## config.mk

```make
export PLATFORM = sky130hd
export DESIGN_NAME = cfg_serial_slave
export DESIGN_NICKNAME = d
export VERILOG_FILES = /design/src/rtl/cfgslv_pkg.sv /design/src/rtl/cfgslv_sync.sv /design/src/rtl/cfgslv_bus_fsm.sv /design/src/rtl/cfgslv_regfile.sv /design/src/rtl/cfg_serial_slave.sv
export SDC_FILE = /design/constraint.sdc
export NUM_CORES = 1
export LEC_CHECK = 0
export BUFFER_PORTS_ARGS = -buffer_cell sky130_fd_sc_hd__buf_4
export CORE_UTILIZATION = 25
export DETAILED_ROUTE_END_ITERATION = 10
export SLEW_MARGIN = 20
export SYNTH_ARGS = -nofsm -noshare
export SYNTH_HDL_FRONTEND = slang
export SYNTH_HIERARCHICAL = 1
export SYNTH_SLANG_ARGS = --single-unit
```

## constraint.sdc

```tcl
create_clock -name clk -period 3.9 [get_ports clk]
set_input_delay 0.78 -clock clk [delete_from_list [all_inputs] [get_ports clk]]
set_output_delay 0.78 -clock clk [all_outputs]
set_load 0.05 [all_outputs]
```

## src/rtl/cfgslv_pkg.sv

```systemverilog
package cfgslv_pkg;

  typedef enum logic [2:0] {
    ST_IDLE,
    ST_RX,
    ST_RX_ACK,
    ST_TX,
    ST_TX_ACK
  } bus_st_e;

  typedef enum logic [1:0] {
    PH_ADDR,
    PH_CMD,
    PH_CNT,
    PH_DATA
  } rx_ph_e;

  // Value a register takes at reset (strap bits are overlaid separately)
  function automatic logic [7:0] reset_value(input int idx);
    case (idx)
      1, 2, 3: return 8'hFF;
      8:       return 8'h08;
      default: return 8'h00;
    endcase
  endfunction

  // Bits of a register that show strap levels instead of stored data
  function automatic logic [7:0] strap_mask(input int idx);
    case (idx)
      1:       return 8'h08;
      3:       return 8'h24;
      5:       return 8'h10;
      7:       return 8'h80;
      default: return 8'h00;
    endcase
  endfunction

  function automatic logic [7:0] strap_bits(input int idx, input logic [3:0] fs, input logic en);
    case (idx)
      1:       return {4'b0000, fs[0], 3'b000};
      3:       return {2'b00, fs[1], 2'b00, fs[2], 2'b00};
      5:       return {3'b000, fs[3], 4'b0000};
      7:       return {en, 7'b0000000};
      default: return 8'h00;
    endcase
  endfunction

endpackage

```

## src/rtl/cfgslv_sync.sv

```systemverilog
module cfgslv_sync #(
  parameter int   STAGES  = 2,
  parameter logic RST_VAL = 1'b1
) (
  input  logic clk,
  input  logic rst_n,
  input  logic d,
  output logic q
);

  logic [STAGES-1:0] chain;

  always_ff @(posedge clk or negedge rst_n) begin
    if (!rst_n) chain <= {STAGES{RST_VAL}};
    else        chain <= {chain[STAGES-2:0], d};
  end

  assign q = chain[STAGES-1];

endmodule

```

## src/rtl/cfgslv_bus_fsm.sv

```systemverilog
module cfgslv_bus_fsm
  import cfgslv_pkg::*;
#(
  parameter int         NREG    = 17,
  parameter int         IDXW    = 5,
  parameter logic [7:0] WR_ADDR = 8'hD2,
  parameter logic [7:0] RD_ADDR = 8'hD3
) (
  input  logic            clk,
  input  logic            rst_n,
  input  logic            scl_s,
  input  logic            sda_s,
  input  logic [7:0]      rd_data,
  input  logic [7:0]      rd_count,
  output logic            sda_oe,
  output logic            wr_en,
  output logic [IDXW-1:0] wr_idx,
  output logic [7:0]      wr_data,
  output logic [7:0]      rd_idx,
  output logic            rd_mode,
  output bus_st_e         st
);

  logic scl_q, sda_q;
  logic scl_rise, scl_fall, start_evt, stop_evt;

  always_ff @(posedge clk or negedge rst_n) begin
    if (!rst_n) begin
      scl_q <= 1'b1;
      sda_q <= 1'b1;
    end else begin
      scl_q <= scl_s;
      sda_q <= sda_s;
    end
  end

  assign scl_rise  = scl_s & ~scl_q;
  assign scl_fall  = ~scl_s & scl_q;
  assign start_evt = scl_s & scl_q & sda_q & ~sda_s;
  assign stop_evt  = scl_s & scl_q & ~sda_q & sda_s;

  rx_ph_e          phase;
  logic [2:0]      bit_cnt;
  logic            byte_done;
  logic [7:0]      rx_sh;
  logic [7:0]      tx_sh;
  logic            m_ack;
  logic [IDXW-1:0] data_idx;
  logic [7:0]      rd_ptr;
  logic [7:0]      next_tx;

  // Bytes beyond the programmed length go out as all ones (line released)
  assign next_tx = (rd_ptr < rd_count) ? rd_data : 8'hFF;
  assign rd_idx  = rd_ptr;

  always_ff @(posedge clk or negedge rst_n) begin
    if (!rst_n) begin
      st        <= ST_IDLE;
      phase     <= PH_ADDR;
      bit_cnt   <= 3'd0;
      byte_done <= 1'b0;
      rx_sh     <= 8'h00;
      tx_sh     <= 8'h00;
      m_ack     <= 1'b0;
      data_idx  <= '0;
      rd_ptr    <= 8'h00;
      rd_mode   <= 1'b0;
      sda_oe    <= 1'b0;
      wr_en     <= 1'b0;
      wr_idx    <= '0;
      wr_data   <= 8'h00;
    end else begin
      wr_en <= 1'b0;
      if (start_evt) begin
        st        <= ST_RX;
        phase     <= PH_ADDR;
        bit_cnt   <= 3'd0;
        byte_done <= 1'b0;
        sda_oe    <= 1'b0;
        rd_mode   <= 1'b0;
      end else if (stop_evt) begin
        st     <= ST_IDLE;
        sda_oe <= 1'b0;
      end else begin
        unique case (st)
          ST_RX: begin
            if (scl_rise) begin
              rx_sh   <= {rx_sh[6:0], sda_s};
              bit_cnt <= bit_cnt + 3'd1;
              if (bit_cnt == 3'd7) byte_done <= 1'b1;
            end else if (scl_fall && byte_done) begin
              byte_done <= 1'b0;
              sda_oe    <= 1'b1;
              st        <= ST_RX_ACK;
              unique case (phase)
                PH_ADDR: begin
                  if (rx_sh == WR_ADDR) begin
                    phase    <= PH_CMD;
                    data_idx <= '0;
                  end else if (rx_sh == RD_ADDR) begin
                    rd_mode <= 1'b1;
                    rd_ptr  <= 8'h00;
                  end else begin
                    sda_oe <= 1'b0;
                    st     <= ST_IDLE;
                  end
                end
                PH_CMD: phase <= PH_CNT;
                PH_CNT: phase <= PH_DATA;
                PH_DATA: begin
                  if (data_idx < IDXW'(NREG)) begin
                    wr_en    <= 1'b1;
                    wr_idx   <= data_idx;
                    wr_data  <= rx_sh;
                    data_idx <= data_idx + IDXW'(1);
                  end
                end
              endcase
            end
          end
          ST_RX_ACK: begin
            if (scl_fall) begin
              bit_cnt <= 3'd0;
              if (rd_mode) begin
                tx_sh  <= rd_count;
                sda_oe <= ~rd_count[7];
                st     <= ST_TX;
              end else begin
                sda_oe <= 1'b0;
                st     <= ST_RX;
              end
            end
          end
          ST_TX: begin
            if (scl_rise) begin
              bit_cnt <= bit_cnt + 3'd1;
              if (bit_cnt == 3'd7) byte_done <= 1'b1;
            end else if (scl_fall) begin
              if (byte_done) begin
                byte_done <= 1'b0;
                sda_oe    <= 1'b0;
                st        <= ST_TX_ACK;
              end else begin
                tx_sh  <= {tx_sh[6:0], 1'b0};
                sda_oe <= ~tx_sh[6];
              end
            end
          end
          ST_TX_ACK: begin
            if (scl_rise) begin
              m_ack <= ~sda_s;
            end else if (scl_fall) begin
              if (m_ack) begin
                tx_sh   <= next_tx;
                sda_oe  <= ~next_tx[7];
                bit_cnt <= 3'd0;
                st      <= ST_TX;
                if (rd_ptr != 8'hFF) rd_ptr <= rd_ptr + 8'd1;
              end else begin
                st <= ST_IDLE;
              end
            end
          end
          default: ;
        endcase
      end
    end
  end

endmodule

```

## src/rtl/cfgslv_regfile.sv

```systemverilog
module cfgslv_regfile
  import cfgslv_pkg::*;
#(
  parameter int NREG  = 17,
  parameter int IDXW  = 5,
  parameter int CNT_IDX = 8,
  parameter int PAIR0 = 11,
  parameter int PAIR1 = 13
) (
  input  logic              clk,
  input  logic              rst_n,
  input  logic              wr_en,
  input  logic [IDXW-1:0]   wr_idx,
  input  logic [7:0]        wr_data,
  input  logic [3:0]        strap_fs_i,
  input  logic              strap_en_i,
  input  logic [7:0]        rd_idx,
  output logic [7:0]        rd_data,
  output logic [7:0]        cnt_o,
  output logic [NREG*8-1:0] regs_o
);

  logic [7:0] mem  [NREG];
  logic [7:0] view [NREG];
  logic [7:0] shadow;
  logic [3:0] fs_q;
  logic       en_q;
  logic       first_of_pair, second_of_pair;

  // Strap levels follow the pins while reset is held, then freeze
  always_ff @(posedge clk) begin
    if (!rst_n) begin
      fs_q <= strap_fs_i;
      en_q <= strap_en_i;
    end
  end

  assign first_of_pair  = (wr_idx == IDXW'(PAIR0)) || (wr_idx == IDXW'(PAIR1));
  assign second_of_pair = (wr_idx == IDXW'(PAIR0 + 1)) || (wr_idx == IDXW'(PAIR1 + 1));

  always_ff @(posedge clk or negedge rst_n) begin
    if (!rst_n) begin
      for (int i = 0; i < NREG; i++) mem[i] <= reset_value(i);
      shadow <= 8'h00;
    end else if (wr_en) begin
      if (first_of_pair) begin
        shadow <= wr_data;
      end else if (second_of_pair) begin
        mem[wr_idx - IDXW'(1)] <= shadow;
        mem[wr_idx]            <= wr_data;
      end else begin
        mem[wr_idx] <= wr_data;
      end
    end
  end

  for (genvar g = 0; g < NREG; g++) begin : g_view
    assign view[g] = (mem[g] & ~strap_mask(g)) | (strap_bits(g, fs_q, en_q) & strap_mask(g));
    assign regs_o[g*8 +: 8] = view[g];
  end

  assign rd_data = (rd_idx < 8'(NREG)) ? view[rd_idx[IDXW-1:0]] : 8'hFF;
  assign cnt_o   = view[CNT_IDX];

endmodule

```

## src/rtl/cfg_serial_slave.sv

```systemverilog
module cfg_serial_slave
  import cfgslv_pkg::*;
#(
  parameter int         NREG        = 17,
  parameter int         SYNC_STAGES = 2,
  parameter logic [7:0] WR_ADDR     = 8'hD2,
  parameter logic [7:0] RD_ADDR     = 8'hD3,
  parameter int         CNT_IDX     = 8,
  parameter int         PAIR0       = 11,
  parameter int         PAIR1       = 13
) (
  input  logic              clk,
  input  logic              rst_n,
  input  logic              scl_i,
  input  logic              sda_i,
  output logic              sda_o,
  output logic              sda_oe,
  input  logic [3:0]        strap_fs_i,
  input  logic              strap_en_i,
  output logic [NREG*8-1:0] cfg_o
);

  localparam int IDXW = $clog2(NREG + 1);

  logic            scl_s, sda_s;
  logic            wr_en;
  logic [IDXW-1:0] wr_idx;
  logic [7:0]      wr_data;
  logic [7:0]      rd_idx, rd_data, rd_count;
  logic            rd_mode;
  bus_st_e         st;

  cfgslv_sync #(.STAGES(SYNC_STAGES), .RST_VAL(1'b1)) u_scl_sync (
    .clk(clk), .rst_n(rst_n), .d(scl_i), .q(scl_s)
  );

  cfgslv_sync #(.STAGES(SYNC_STAGES), .RST_VAL(1'b1)) u_sda_sync (
    .clk(clk), .rst_n(rst_n), .d(sda_i), .q(sda_s)
  );

  cfgslv_bus_fsm #(
    .NREG(NREG), .IDXW(IDXW), .WR_ADDR(WR_ADDR), .RD_ADDR(RD_ADDR)
  ) u_fsm (
    .clk(clk), .rst_n(rst_n), .scl_s(scl_s), .sda_s(sda_s),
    .rd_data(rd_data), .rd_count(rd_count), .sda_oe(sda_oe),
    .wr_en(wr_en), .wr_idx(wr_idx), .wr_data(wr_data),
    .rd_idx(rd_idx), .rd_mode(rd_mode), .st(st)
  );

  cfgslv_regfile #(
    .NREG(NREG), .IDXW(IDXW), .CNT_IDX(CNT_IDX), .PAIR0(PAIR0), .PAIR1(PAIR1)
  ) u_regs (
    .clk(clk), .rst_n(rst_n), .wr_en(wr_en), .wr_idx(wr_idx), .wr_data(wr_data),
    .strap_fs_i(strap_fs_i), .strap_en_i(strap_en_i), .rd_idx(rd_idx),
    .rd_data(rd_data), .cnt_o(rd_count), .regs_o(cfg_o)
  );

  assign sda_o = 1'b0;

endmodule

```

==> Yosys cells after proc, flatten, opt, wreduce, memory -nomap -nowiden <==
Index checks and enable logic that the tools add are counted.
W data, S select, Z words.
{ "totals": {"register_bits": 209, "in_bits": 9, "out_inout_bits": 138, "wordCells": 263} }
{ "classes": {"n_addsub": 4, "magnitude_cmp": 8, "eq_ne": 51, "mux": 105, "bitwise": 25, "reduce_logical": 32} }
{ "ops": {"columns": ["cell", "count"], "rows": [
  ["$bwmux W136", 3],
  ["$mux W136", 1],
  ["$mux W8", 15],
  ["$demux W8 S5", 2],
  ["$mux W3", 19],
  ["$mux W7", 8],
  ["$bmux W8 S5", 1],
  ["$mux W1", 37],
  ["$ne A4 B1 Y1 const B", 8],
  ["$ne A2 B1 Y1 const B", 12],
  ["$pmux W7 S3", 1],
  ["$reduce_and A7 Y1", 3],
  ["$eq A5 B4 Y1 const B", 4],
  ["$ge A6 B6 Y1 const B", 3],
  ["$mux W2", 9],
  ["$not A5 Y6", 3],
  ["$reduce_and A9 Y1", 2],
  ["$eq A8 B8 Y1 const B", 2],
  ["$pmux W8 S2", 1],
  ["$ne A3 B1 Y1 const B", 5],
  ["$ne A2 B2 Y1 const B", 7],
  ["$lt A6 B1 Y1 const B", 2],
  ["$ne A4 B4 Y1 const B", 3],
  ["$pmux W3 S4", 1],
  ["other kinds (40)", 73]
]} }

==> Longest topological paths before layout <==
Gate-level depths: netlist of the first run.
{ "logic_depth": {"ltp_word": 13, "depth_mapped": 10, "ltp_nobuf": 7} }

==> Cells and area by module <==
Netlist of the first run, hierarchy kept.
{ "modules_own_cells": {"columns": ["module", "instances", "cells_each", "area_each_um2", "seq_area_each_um2"], "rows": [
  ["cfgslv_regfile", 1, 540, 6921.6, 3656.0],
  ["cfgslv_bus_fsm", 1, 339, 3504.6, 1403.8],
  ["cfgslv_sync", 2, 2, 52.6, 52.6],
  ["cfg_serial_slave", 1, 2, 11.3, 0.0]
]} }

==> Least setup slack after synthesis of the first run <==
Ideal clock, no wire load.
{ "synth_timing": {"kind": "flip-flop to flip-flop", "startpoint": "register u_fsm.rd_ptr[0] (netlist: u_fsm/rd_idx[0])", "endpoint": "register u_fsm.tx_sh[1]", "setup_ns": 0.121, "arrival_ns": 2.078, "setup_slack_ns": 1.701, "stages_incl_launch_ff": 8, "path_buffers": 1, "path_cell_list": "dfrtp_1 > buf_2 > mux4_2 > nor2b_1 > a21oi_1 > nand4_1 > o31a_1 > o22a_1"} }
{ "synth_between": {"elab_chain_cells": 10} }
{ "synth_lines": {"columns": ["element", "line", "rtl"], "rows": [
  ["from (decl)", "cfgslv_bus_fsm.sv:49", "logic [7:0] rd_ptr;"],
  ["from (signal assigned)", "cfgslv_bus_fsm.sv:158", "if (rd_ptr != 8'hFF) rd_ptr <= rd_ptr + 8'd1;"],
  ["$not A5 Y6 (implied by the code)", "cfgslv_regfile.sv:62", "assign rd_data = (rd_idx < 8'(NREG)) ? view[rd_idx[IDXW-1:0]] : 8'hFF;"],
  ["$bmux W8 S5", "cfgslv_regfile.sv:62", null],
  ["$mux W8 (implied by the code) (2 in a row)", "cfgslv_regfile.sv:62", null],
  ["$mux W8 *", "cfgslv_regfile.sv:62", null],
  ["net rd_data[1]", "cfg_serial_slave.sv:29", "logic [7:0] rd_idx, rd_data, rd_count;"],
  ["$mux W8 *", "cfgslv_bus_fsm.sv:53", "assign next_tx = (rd_ptr < rd_count) ? rd_data : 8'hFF;"],
  ["$mux W7 *", "cfgslv_bus_fsm.sv:153", "if (m_ack) begin"],
  ["$mux W7 *", "cfgslv_bus_fsm.sv:152", "end else if (scl_fall) begin"],
  ["$mux W7 *", "cfgslv_bus_fsm.sv:150", "if (scl_rise) begin"],
  ["$pmux W7 S3 *", "cfgslv_bus_fsm.sv:85", "unique case (st)"],
  ["to (signal assigned)", "cfgslv_bus_fsm.sv:125", "tx_sh <= rd_count;"],
  ["to (signal assigned)", "cfgslv_bus_fsm.sv:144", "tx_sh <= {tx_sh[6:0], 1'b0};"],
  ["to (signal assigned)", "cfgslv_bus_fsm.sv:154", "tx_sh <= next_tx;"],
  ["to (decl)", "cfgslv_bus_fsm.sv:46", "logic [7:0] tx_sh;"]
]} }
The timed path passes the listed nets; every way through them passes the cells marked *. The select of a mux whose other input is x is not followed.
A chain may end at the register's enable or synchronous reset.

==> Worst setup path after layout of the first run <==
{ "layout_timing": {"startpoint": "register u_fsm.rd_ptr[0] (netlist: u_fsm/rd_idx[0])", "endpoint": "register u_fsm.tx_sh[6]"} }
The elaborated chain is that of the path after synthesis.

==> metrics, run 1 <==
status finished clean; synthesized instance count 885; Max-cap violations 0; final worst-path cycle share 0.727; DRC 0; Die Width 207 µm; nets 1,030; initial antenna violation count 1; DR pass1 iterations 5; crit path cell chain buf_4 > mux4_2 > a22oi_1 > nand4_1 > o31a_1 > o22a_1; combinational power share 0.026; core area 0.0412 mm²; Cell Area, Synth 0.0105 mm²; top cells by area, synth dfrtp_1, mux2_2, dfstp_2, mux4_2, mux2i_1; CP Capture Type flip-flop; worst flop-to-flop path endpoint u_fsm/tx_sh[6]; 1st-iter DRT viols 673; Worst R2R Setup Slack 1060 ps; cell accounting for the most synthesized area dfrtp_1; CTS tree built; Placer Congestion 0.928; internal power 3.62 mW; die height 207 µm; CP peak stage delay 790 ps; Resize count post-CTS 0; Switching Fraction 0.216; Slew HR 0.266; row cnt 74; DRT Wirelength 33,900 µm; post-layout minimum cycle time 2840 ps; Initial Util 0.256; Syn Nets 912; fmax 0.353 GHz; clk slew on worst S/H paths 60 ps; setup_tns 0 ps; largest net degree at the start of global routing 64; WL/cell 21.8 µm; Clock power frac 0.505; #FFs+latches synth 204; async set-reset flop share out of synthesis 0.975; clk root buf clkbuf_16; global route total overflow 0; Post-Syn Area per Cell 11.9 µm²; Worst setup SP type flip-flop; Num CTS Buffers 23; Post-DRT Antenna Nets 0; register area share after synthesis 0.490; HPWL after DPL 24,600 µm; Slew Limit Fails 0; Switch Pwr 1.00 mW; Area Overhead vs Synth 21.8%; Critical R2R Launch u_fsm/rd_idx[0]; number of setup buffers added after CTS 0; worst path required time 4290 ps; Peak VDD IR 252 µV; hold_buf cts 0; Final Hold Vio Count 0; RSZ-0062 raised after global routing no; Yosys top cell area share 0.406; clk_lat worst skew 520 ps; worst reg-to-reg path cell count 6; Post-synth top flop dfrtp_1; Reg power frac 0.469; vias in the first global route 7,780; setup ws final 1060 ps; Pleak 5.80 nW; Worst-Margin Slew 1100 ps; Yosys warning count 6; clock sinks 204; die area 0.0430 mm²; first-pass GRT wire length 50,600 µm; # IOs 147; GR Util All Layers 0.154; Layout Skew 19.9 ps; pwr dens 360 mW/mm²; clk buf depth 3; Setup WS pre-CTS 1080 ps; PortBufs 145; Yosys cell types 74; Post-synth EDFFs 5; H-tree depth 1; Final setup viols 0; critical path fanouts, max 15; crit path DAT 3230 ps; Via density 5.14; vias after detailed routing 7,975; Worst Hold Class in2async; layout cells sized above 1 0.391; CP Class reg2reg; slowest library cell on the worst path dfrtp_1; Final Util 0.312
[metal layers]
layer | track usage | routed length (µm) | part of all wire | vias up
met5 | 0 | 0 | 0 | -
met4 | 0.0551 | 1050 | 0.031 | 0
met3 | 0.0334 | 2690 | 0.079 | 48
met2 | 0.235 | 15300 | 0.45 | 353
met1 | 0.213 | 14900 | 0.44 | 4068
li1 | - | - | - | 3506
[kinds of logic (layout without fill, tap and decap cells)]
logic type / Yosys count / count (layout) / share of synthesized area
and+or+nand+nor: 205 / 205 / 0.106
DFF: 204 / 204 / 0.490
AOI/OAI and AO/OA: 187 / 187 / 0.120
muxes: 185 / 185 / 0.216
buffers and inverters: 84 / 219 / 0.0436
adders and majority gates: 18 / 18 / 0.0214
other: 1 / 2 / 0.000356
xor gates and xnor gates: 1 / 1 / 0.00261
[cell type report]
type / count / area, µm²
multi-input combinational: 597 / 4930
fill: 4124 / 28400
sequential: 204 / 5170
clock inverter: 12 / 174
clock buffer: 30 / 652
tap: 532 / 666
inverter: 21 / 78.8
antenna: 1 / 2.50
timing repair buffer: 156 / 1180
[stage by stage]
step,hold slack [ps],power (mW),cell area (µm²),std cells
6_report,235,4.62,12800,1553
5_1_grt,260,4.77,12800,1552
4_1_cts,240,4.67,12800,1552
3_5_place_dp,347,2.33,12000,1510
3_3_place_gp,347,2.32,12000,1510
2_1_floorplan,345,2.25,10500,885
[how the worst max path moves through the flow]
| stage | from | endpoint | cells after the start | slack (ps) |
|---|---|---|---|---|
| finish | u_fsm/rd_idx[0] | u_fsm/tx_sh[6] | 6 | 1060 |
| global route | u_fsm/rd_idx[0] | u_fsm/tx_sh[6] | 6 | 910 |
| CTS | u_fsm/rd_idx[0] | u_fsm/tx_sh[6] | 6 | 1060 |
| detailed placement | u_fsm/rd_idx[0] | u_fsm/tx_sh[6] | 6 | 1080 |
| global placement | u_fsm/rd_idx[0] | u_fsm/tx_sh[6] | 6 | 1070 |
| floorplan | u_fsm/rd_idx[0] | u_fsm/tx_sh[1] | 7 | 1700 |
[critical path: cells and delay by family, from the launching register on]
family,cells,cell delay [ps]
buffers and inverters,1,390
AND/OR/NAND/NOR,1,180
AO/OA/AOI/OAI,3,810
multiplexers,1,550
flip-flops,1,790
[power groups by stage]
| stage | Clock, mW | Sequential (mW) | Combinational (mW) |
|---|---|---|---|
| after floorplan | 0 | 2.20 | 0.0528 |
| after global placement | 0 | 2.20 | 0.122 |
| after detailed placement | 0 | 2.20 | 0.124 |
| after CTS | 2.38 | 2.16 | 0.124 |
| after global routing | 2.47 | 2.17 | 0.135 |
| final | 2.33 | 2.17 | 0.120 |
[sequential cells by signal, summed over array words and instances (netlist names), 2 cells and up]
name              flops
u_fsm/bit_cnt         3
u_fsm/data_idx        5
u_fsm/phase           2
u_fsm/rd_idx          8
u_fsm/rx_sh           8
u_fsm/st              3
u_fsm/tx_sh           7
u_fsm/wr_data         8
u_fsm/wr_idx          5
u_regs/cnt_o          8
u_regs/fs_q           4
u_regs/mem           27
u_regs/regs_o        96
u_regs/shadow         8
u_scl_sync/chain      2
u_sda_sync/chain      2
[cell usage in the layout, fill, tap and decap left out, drive strengths merged, types with 4 or more instances in the layout]
master | synthesis | routed
dfrtp | 171 | 171
buf | 47 | 155
mux2 | 136 | 136
a21oi | 59 | 59
nor2 | 45 | 45
nand2 | 44 | 44
o21ai | 37 | 37
mux2i | 31 | 31
clkbuf | 16 | 31
nand3 | 29 | 29
dfstp | 28 | 28
a22oi | 22 | 22
inv | 21 | 22
nor2b | 20 | 20
ha | 18 | 18
mux4 | 18 | 18
nand2b | 10 | 10
o22ai | 10 | 10
nand4 | 10 | 10
and3 | 9 | 9
o31ai | 9 | 9
and2 | 8 | 8
nor3 | 8 | 8
o31a | 6 | 6
o22a | 6 | 6
o41ai | 5 | 5
a31oi | 5 | 5
edfxtp | 5 | 5
nor4 | 5 | 5
bufinv | 0 | 4
clkinvlp | 0 | 4
nand3b | 4 | 4
o211ai | 4 | 4
[Yosys cell counts, types with 3 or more instances]
master    instances
inv_1            21
nand2b_1         10
o31ai_1           9
nand4_1          10
mux2_1            4
nor2_1           45
a31oi_1           5
o41ai_1           5
and2_1            8
nand2_1          43
nor3b_1           3
and3_1            9
nor2b_1          19
nor3_2            3
mux4_2           18
dfstp_2          28
and3b_1           3
nor4_1            3
mux2i_1          31
o31a_1            6
edfxtp_1          5
o21ai_1           3
dfrtp_1         171
mux2_4            7
a21o_1            3
buf_6             5
nor3_1            3
a21oi_1          59
buf_2            20
o22ai_1          10
a32o_1            3
buf_4            17
nand3b_1          4
buf_1             4
a22oi_1          22
nand3_1          29
ha_1             18
o211ai_1          3
clkbuf_1         15
o21ai_0          33
o22a_1            6
mux2_2          125
(Power assumes the default switching activity.)
==> inputs of run 2 (changes only) <==
clock period = 2.6 ns   (was 3.9 ns; I/O delays follow)
==> run 2 against run 1 <==
Register-to-register slack worse by 910 ps. Routed wire length grew 2.4%. Global-route usage up 0.38 points. Die area unchanged. Sequential power grew 50%. Non-clock buffer count grew 31. Maximum frequency grew 16%. Critical path type unchanged. Largest power group unchanged.
==> metrics, run 2 (synthesis gave the netlist of run 1 again) <==
status finished clean (unchanged); Pleak 5.95 nW (was 5.80 nW); Peak VDD IR 494 µV (was 252 µV); GR Util All Layers 0.157 (was 0.154); RSZ-0062 raised after global routing no (unchanged); clk root buf clkbuf_16 (unchanged); crit path cell chain buf_4 > mux4_2 > nor2b_1 > a21oi_1 > nand4_1 > o41ai_1 > a32o_1 (was buf_4 > mux4_2 > a22oi_1 > nand4_1 > o31a_1 > o22a_1); pwr dens 522 mW/mm² (was 360 mW/mm²); WL/cell 21.9 µm (was 21.8 µm); clock sinks 204 (unchanged); Layout Skew 36.5 ps (was 19.9 ps); clk buf depth 3 (unchanged); slowest library cell on the worst path mux4_2 (was dfrtp_1); Setup WS pre-CTS 160 ps (was 1080 ps); clk_lat worst skew 530 ps (was 520 ps); worst path required time 3030 ps (was 4290 ps); CP Class reg2reg (unchanged); worst reg-to-reg path cell count 7 (was 6); most frequent cells in the layout buf_4, dfrtp_1, mux2_2, a21oi_1, nor2_1 (was dfrtp_1, buf_4, mux2_2, a21oi_1, nor2_1); Crit path buffers/inverters 1 (unchanged); Via density 5.06 (was 5.14); DRC 0 (unchanged); HPWL after DPL 25,700 µm (was 24,600 µm); max reg flops 96 (unchanged); Hold Slack 121 ps (was 235 ps); CP delay by family, top compound AO/OA/AOI/OAI gates (unchanged); Final Hold Vio Count 0 (unchanged); Multi-input gate area 0.00492 mm² (was 0.00493 mm²); vias after detailed routing 8,020 (was 7,975); Initial Util 0.256 (unchanged); die area 0.0430 mm² (unchanged); final worst-path cycle share 0.941 (was 0.727); row cnt 74 (unchanged); Placer Congestion 0.885 (was 0.928); register area 0.00517 mm² (unchanged); Die Width 207 µm (unchanged); CP Capture Type flip-flop (unchanged); Ant. Diodes 0 (was 1); clk slew on worst S/H paths 60 ps (about the same); layout cells sized above 1 0.399 (was 0.391); fmax 0.409 GHz (was 0.353 GHz); core area 0.0412 mm² (unchanged); Design Area, Final 0.0131 mm² (was 0.0128 mm²); Slew Limit Fails 0 (unchanged); Worst-Margin Slew 848 ps (was 1100 ps); worst hold path depth 1; Worst R2R Setup Slack 150 ps (was 1060 ps); DRT Wirelength 34,700 µm (was 33,900 µm); filler instances 4,101 (was 4,124); hold path start scl_i; first-pass GRT wire length 52,000 µm (was 50,600 µm); Total Power 6.83 mW (was 4.62 mW); Final setup viols 0 (unchanged); global route total overflow 0 (unchanged); critical path fanouts, max 14 (was 15); vias in the first global route 7,958 (was 7,780); CP peak stage delay 600 ps (was 790 ps); Post-DRT Antenna Nets 0 (unchanged); Worst setup SP type flip-flop (unchanged); Area Overhead vs Synth 24.0% (was 21.8%); Critical R2R Launch u_fsm/rd_idx[0] (unchanged); Worst Hold End u_scl_sync/chain[0]; 1st-iter DRT viols 728 (was 673); worst flop-to-flop path endpoint u_fsm/sda_oe (was u_fsm/tx_sh[6]); setup ws final 154 ps (was 1060 ps); DP Area 0.0123 mm² (was 0.0120 mm²); nets 1,062 (was 1,030); setup_tns 0 ps (unchanged); CTS tree built (unchanged); largest net degree at the start of global routing 95 (was 64); DR pass1 iterations 6 (was 5); Resize count post-CTS 0 (unchanged); H-tree depth 1 (unchanged); Slew HR 0.435 (was 0.266); Worst Hold Class in2reg (was in2async); Num CTS Buffers 24 (was 23); # IOs 147 (unchanged); post-layout minimum cycle time 2450 ps (was 2840 ps); die height 207 µm (unchanged); crit path DAT 2880 ps (was 3230 ps); most common cell after layout, fill and taps aside buf_4 (was dfrtp_1); initial antenna violation count 0 (was 1); Max-cap violations 0 (unchanged); PortBufs 145 (unchanged)
## run 2: power by group
group | leakage (nW) | switching [mW] | internal, mW | total, mW
Clock | 0.377 | 1.32 | 2.07 | 3.39
Combinational | 2.85 | 0.139 | 0.0530 | 0.192
Sequential | 2.73 | 0.0309 | 3.22 | 3.25
Total | 5.95 | 1.49 | 5.34 | 6.83
## run 2: worst max path at each step
stage                                from  depth (start not counted)        endpoint
after detailed placement  u_fsm/rd_idx[0]                          7    u_fsm/sda_oe
after global routing      u_fsm/rd_idx[0]                          7    u_fsm/sda_oe
after global placement    u_fsm/rd_idx[0]                          7    u_fsm/sda_oe
final                     u_fsm/rd_idx[0]                          7    u_fsm/sda_oe
after CTS                 u_fsm/rd_idx[0]                          7    u_fsm/sda_oe
after floorplan           u_fsm/rd_idx[0]                          7  u_fsm/tx_sh[1]
## run 2: through the flow
stage	utilization	std cells
5_1_grt	0.317	1584
2_1_floorplan	-	885
3_3_place_gp	0.298	1540
4_1_cts	0.317	1584
6_report	0.317	1584
3_5_place_dp	0.298	1540
## run 2: metal layers
| metal | GRT usage | share of wire | wire (µm) | up-vias |
|---|---|---|---|---|
| met3 | 0.0242 | 0.063 | 2170 | 59 |
| met1 | 0.223 | 0.45 | 15700 | 4055 |
| met5 | 0 | 0 | 0 | - |
| met2 | 0.247 | 0.46 | 15800 | 333 |
| met4 | 0.0455 | 0.027 | 939 | 0 |
| li1 | - | - | - | 3573 |
## run 2: what timing repair did
| action | 4_1_cts | 5_1_grt |
|---|---|---|
| hold endpoints to repair | 21 | 0 |
| setup buffers | 0 | 0 |
| hold buffers | 1 | 0 |
| endpoints found under the setup margin | 0 | 0 |
## run 2: cell type report
class / instances / area share
repair buffers: 187 / 0.111
clock inverters: 6 / 0.00938
inverters: 21 / 0.00603
multi-input cells: 597 / 0.377
flip-flops and latches: 204 / 0.395
clock buffers: 37 / 0.0512
well taps: 532 / 0.0509
